[src/rtl/quad_nco4.sv]
module quad_nco4 #(
  parameter int PHASE_W = 16,
  parameter int OUT_W   = 14,
  parameter int TAB_AW  = 8,
  parameter int LANES   = 4
) (
  input  logic                     clk,
  input  logic                     rst_n,
  input  logic                     clr,
  input  logic                     en,
  input  logic [PHASE_W-1:0]       inc,
  output logic [LANES*OUT_W-1:0]   sin_o,
  output logic [LANES*OUT_W-1:0]   cos_o,
  output logic                     vld
);

  localparam int TAB_N = 1 << TAB_AW;
  localparam int MAG_W = OUT_W - 1;
  localparam int FS    = (1 << (OUT_W - 1)) - 1;
  localparam int LAT   = 4;

  function automatic int qval(input int i);
    real x;
    x = 1.5707963267948966 * real'(i) / real'(TAB_N - 1);
    return $rtoi(real'(FS) * $sin(x) + 0.5);
  endfunction

  function automatic int mag_of(input logic signed [OUT_W-1:0] v);
    return (v < 0) ? -int'(v) : int'(v);
  endfunction

  logic [MAG_W-1:0] qtab [TAB_N];
  for (genvar i = 0; i < TAB_N; i++) begin : g_tab
    assign qtab[i] = MAG_W'(qval(i));
  end

  logic [PHASE_W-1:0] acc, acc_eff;
  logic [LAT-1:0]     vpipe;

  assign acc_eff = clr ? '0 : acc;
  assign vld     = vpipe[LAT-1];

  always_ff @(posedge clk or negedge rst_n) begin
    if (!rst_n) begin
      acc   <= '0;
      vpipe <= '0;
    end else begin
      acc   <= en ? acc_eff + PHASE_W'(LANES) * inc : acc_eff;
      vpipe <= {vpipe[LAT-2:0], en};
    end
  end


  hold_chk: assert property (@(posedge clk) disable iff (!rst_n)
    (!en && !clr) |=> $stable(acc));


  vld_rise_chk: assert property (@(posedge clk) disable iff (!rst_n)
    en |-> ##4 vld);


  vld_idle_chk: assert property (@(posedge clk) disable iff (!rst_n)
    !en |-> ##4 !vld);

  for (genvar k = 0; k < LANES; k++) begin : g_lane
    logic [PHASE_W-1:0] ph;
    logic [TAB_AW-1:0]  sa, ca;
    logic               sn, cn, sn2, cn2;
    logic [MAG_W-1:0]   sm, cm;
    logic [1:0]         sq, cq;
    logic signed [OUT_W-1:0] so, co;

    assign sq = ph[PHASE_W-1 -: 2];
    assign cq = sq + 2'd1;

    always_ff @(posedge clk or negedge rst_n) begin
      if (!rst_n) begin
        ph  <= '0;
        sa  <= '0;
        ca  <= '0;
        sn  <= 1'b0;
        cn  <= 1'b0;
        sm  <= '0;
        cm  <= '0;
        sn2 <= 1'b0;
        cn2 <= 1'b0;
        so  <= '0;
        co  <= '0;
      end else begin
        ph  <= acc_eff + PHASE_W'(k) * inc;
        sa  <= sq[0] ? ~ph[PHASE_W-3 -: TAB_AW] : ph[PHASE_W-3 -: TAB_AW];
        ca  <= cq[0] ? ~ph[PHASE_W-3 -: TAB_AW] : ph[PHASE_W-3 -: TAB_AW];
        sn  <= sq[1];
        cn  <= cq[1];
        sm  <= qtab[sa];
        cm  <= qtab[ca];
        sn2 <= sn;
        cn2 <= cn;
        so  <= sn2 ? -$signed({1'b0, sm}) : $signed({1'b0, sm});
        co  <= cn2 ? -$signed({1'b0, cm}) : $signed({1'b0, cm});
      end
    end

    assign sin_o[k*OUT_W +: OUT_W] = so;
    assign cos_o[k*OUT_W +: OUT_W] = co;


    if (k == 0) begin : g_clr
      clr_zero_chk: assert property (@(posedge clk) disable iff (!rst_n)
        clr |=> ph == '0);
    end


    range_chk: assert property (@(posedge clk) disable iff (!rst_n)
      vld |-> (mag_of(so) <= FS && mag_of(co) <= FS));


    quad_sum_chk: assert property (@(posedge clk) disable iff (!rst_n)
      vld |-> (mag_of(so) + mag_of(co) >= FS - 1));
  end

endmodule

[config.mk]
export PLATFORM = sky130hd
export DESIGN_NAME = quad_nco4
export DESIGN_NICKNAME = d
export VERILOG_FILES = /design/src/rtl/quad_nco4.sv
export SDC_FILE = /design/constraint.sdc
export NUM_CORES = 2
export LEC_CHECK = 0
export ABC_CLOCK_PERIOD_IN_PS = 6800
export BUFFER_PORTS_ARGS = -buffer_cell sky130_fd_sc_hd__buf_2
export CAP_MARGIN = 20
export CORE_AREA = 2 2 313 315
export DETAILED_ROUTE_END_ITERATION = 8
export DIE_AREA = 0 0 315 317
export HOLD_SLACK_MARGIN = 0.02
export PLACE_DENSITY_LB_ADDON = 0.15
export SYNTH_ARGS = -nofsm -noshare
export SYNTH_HDL_FRONTEND = slang
export SYNTH_SLANG_ARGS = --single-unit
[constraint.sdc]
create_clock -name clk -period 6.8 [get_ports clk]
set_input_delay 0.34 -clock clk [delete_from_list [all_inputs] [get_ports clk]]
set_output_delay 0.34 -clock clk [all_outputs]
set_load 0.05 [all_outputs]
==> summary.md <==
| Metric | Value |
|---|---|
| Status | completed |
| Unrepaired setup endpoints after global routing | false |
| Hold Path Stages | 1 |
| Register area share after synthesis | 20.7% |
| GPL Wtd Cong | 1.00 |
| Crit share post-route | 62.4% |
| CP max FO | 23 |
| Cts bufs inserted | 46 |
| Final hold violations | 0 |
| GRT Residual Overflow | 0 |
| Worst skew pair latency | 0.63 ns |
| Setup TNS | 0 ns |
| CTS max path bufs | 3 |
| Critical path class | flop to flop |
| Dpl hpwl | 111 mm |
| Most common cell type on the critical path | mux4_2 |
| Antenna-violating nets left | 0 |
| CP top delay family | simple AND/OR/NAND/NOR gates |
| Most used flip-flop cell after synthesis | dfrtp_1 |
| Row count | 114 |
| EDFF count, synth | 0 |
| Mapped Nets | 6187 |
| Pre-antenna DRT Iters | 9 |
| CTS tree | yes |
| Core area | 96300 um^2 |
| Wire per inst | 24.0 um |
| Clock root cell | clkbuf_16 |
| Max Clk Rate | 236 MHz |
| Stages on worst setup path | 7 |
| CP cell instances | inv_1, ha_1, nand2b_1, and3_4, or2_0, mux4_2, mux4_2 |
| Worst-Margin Slew | 1.08 ns |
| Clk slew on worst S/H paths | 0.07 ns |
| Worst endpoint data arrival time | 4.75 ns |
| H-tree Lvls | 2 |
| Chip Width | 315 um |
| Final wirelength | 166 mm |
| Total track usage | 31.8% |
| CTS Sinks | 356 |
| # DRC | 0 |
| Req. time, crit path | 7.31 ns |
| Synth warn | 0 |
| Endpoint type of the worst setup path | flop |
| Starting Density | 44.8% |
| Vias per inst | 6.81 |
| Post-CTS Setup Bufs | 0 |
| Port bufs | 132 |
| Area grow syn2layout | 4.54% |
| Crit-path slowest cell | dfrtp_1 |
| Worst slack, placed | 2.67 ns |
| FFs w/ async S/R, synth | 100% |
| Layout cells sized above 1 | 8.88% |
| Post-synth cell types | 95 |
| Final setup viols | 0 |
| Fin crit period | 4.24 ns |
| Worst Path Buf+Inv | 1 |
| First-pass GRT wire length | 255 mm |
| Commonest cells after routing, fill and taps aside | o21ai_0 (623), nand2_1 (600), a21oi_1 (590) |
| Vert. Die Dim | 317 um |
| DR vias | 47000 |
| CP Launch Type | flop |
| Initial antenna violation count | 14 |
| Max-cap violations | 0 |
| Synth Instances | 5946 |
| Register bit count reported by yosys | 356 |
| Slew headroom | 27.8% |
| Die Footprint | 99900 um^2 |
| I/O pin count | 133 |
| Critical Path Max Stage Delay | 0.89 ns |
| Max-slew violation count | 0 |
| Worst min path class | input port to flop |
| R2R cell count | 7 |
| Vias in the first global route | 42600 |
| Cell area after synthesis | 43100 um^2 |
| Final setup margin | 2.56 ns |
| Nets | 5824 |
| Filler instances | 9710 |
| Syn_area_per_cell | 7.25 um^2 |
| Commonest non-fill, non-tap cell in the layout | o21ai_0 |
| Drt first-iter violations | 7455 |
| Worst Skew | 0.0161 ns |
| Largest net degree at the start of global routing | 153 |
## flip-flops by register name, indices dropped and copies added, names as in the netlist, 14 cells and up
name / count
g_lane.sa: 32
g_lane.co: 56
g_lane.sm: 52
acc: 14
g_lane.cm: 52
g_lane.ph: 42
g_lane.so: 56
g_lane.ca: 32
## worst register-to-register path: stages, from the launching register on
cell and delay, ns:
dfrtp_1 0.89, inv_1 0.44, ha_1 0.89, nand2b_1 0.44, and3_4 0.33, or2_0 0.22
mux4_2 0.45, mux4_2 0.46
## synthesized netlist by cell type (82+ instances only)
master,count,area (um^2)
a211oi_1,141,1060
a21oi_1,590,2950
a31oi_1,136,851
buf_2,248,1240
clkbuf_1,294,1100
dfrtp_1,356,8910
ha_1,208,2600
inv_1,125,469
mux4_2,82,1850
nand2_1,600,2250
nand2b_1,148,926
nand3_1,187,936
nor2_1,519,1950
nor2b_1,122,763
nor3_1,159,796
o211ai_1,153,1150
o21ai_0,623,3120
xnor2_1,132,1160
## cell type report
type                       instances  area, um^2  share of cell area (%)
clock buffer                      59        1290                    2.87
sequential                       356        8980                    19.9
inverter                         142         533                    1.18
multi-input combinational       4825       30900                    68.6
tap                             1276        1600                    3.54
clock inverter                    26         425                   0.944
timing repair buffer             212        1310                    2.90
antenna                            5        12.5                  0.0278
## worst paths after layout
| check | start | endpoint | slack (ns) |
|---|---|---|---|
| max in group asynchronous | rst_n | g_lane[0].ca[3]$_DFF_PN0_ | 5.05 |
| min reg2reg | g_lane[2].sn$_DFF_PN0_ | g_lane[2].sn2$_DFF_PN0_ | 0.35 |
| min in group asynchronous | rst_n | g_lane[1].so[4]$_DFF_PN0_ | 0.37 |
| min | en | vpipe[0]$_DFF_PN0_ | 0.12 |
| max | g_lane[3].sa[0]$_DFF_PN0_ | g_lane[3].sm[1]$_DFF_PN0_ | 2.56 |
| max reg2reg | g_lane[3].sa[0]$_DFF_PN0_ | g_lane[3].sm[1]$_DFF_PN0_ | 2.56 |
## cells by family (layout without fill, tap and decap cells)
logic type	Yosys count	count (layout)	share of synthesized area (%)
compound gates	2303	2303	34.0
xor+xnor	188	188	3.82
fa+ha+maj	224	224	6.71
buf+inv	765	439	7.62
flops	356	356	20.7
mux	152	152	5.97
other cells	0	5	0
simple gates	1958	1958	21.2
## per-layer routing
| metal | routed length [um] | global-route usage [%] | share of wire [%] | up-vias |
|---|---|---|---|---|
| li1 | - | - | - | 21200 |
| met1 | 67700 | 44.2 | 41 | 22100 |
| met2 | 72100 | 48.3 | 43 | 3105 |
| met3 | 18500 | 6.46 | 11 | 570 |
| met4 | 7450 | 12.4 | 4.5 | 16 |
| met5 | 86 | 0 | 0.052 | - |
## stage by stage
step / hold slack (ns) / util [%] / std cells / instance area, um^2
2_1_floorplan: 0.0444 / - / 5946 / 43100
3_3_place_gp: 0.333 / 45.0 / 6809 / 43300
3_5_place_dp: 0.339 / 45.0 / 6809 / 43300
4_1_cts: 0.0771 / 46.8 / 6895 / 45000
5_1_grt: 0.100 / 46.8 / 6899 / 45100
6_report: 0.118 / 46.8 / 6901 / 45100
## what timing repair did
action	in CTS	in global routing
endpoints found under the hold margin	82	0
resized for setup	0	0
hold buffers	1	0
Power is not shown: default switching activity piles up to over one toggle a cycle in this logic, so the estimate is an artifact.
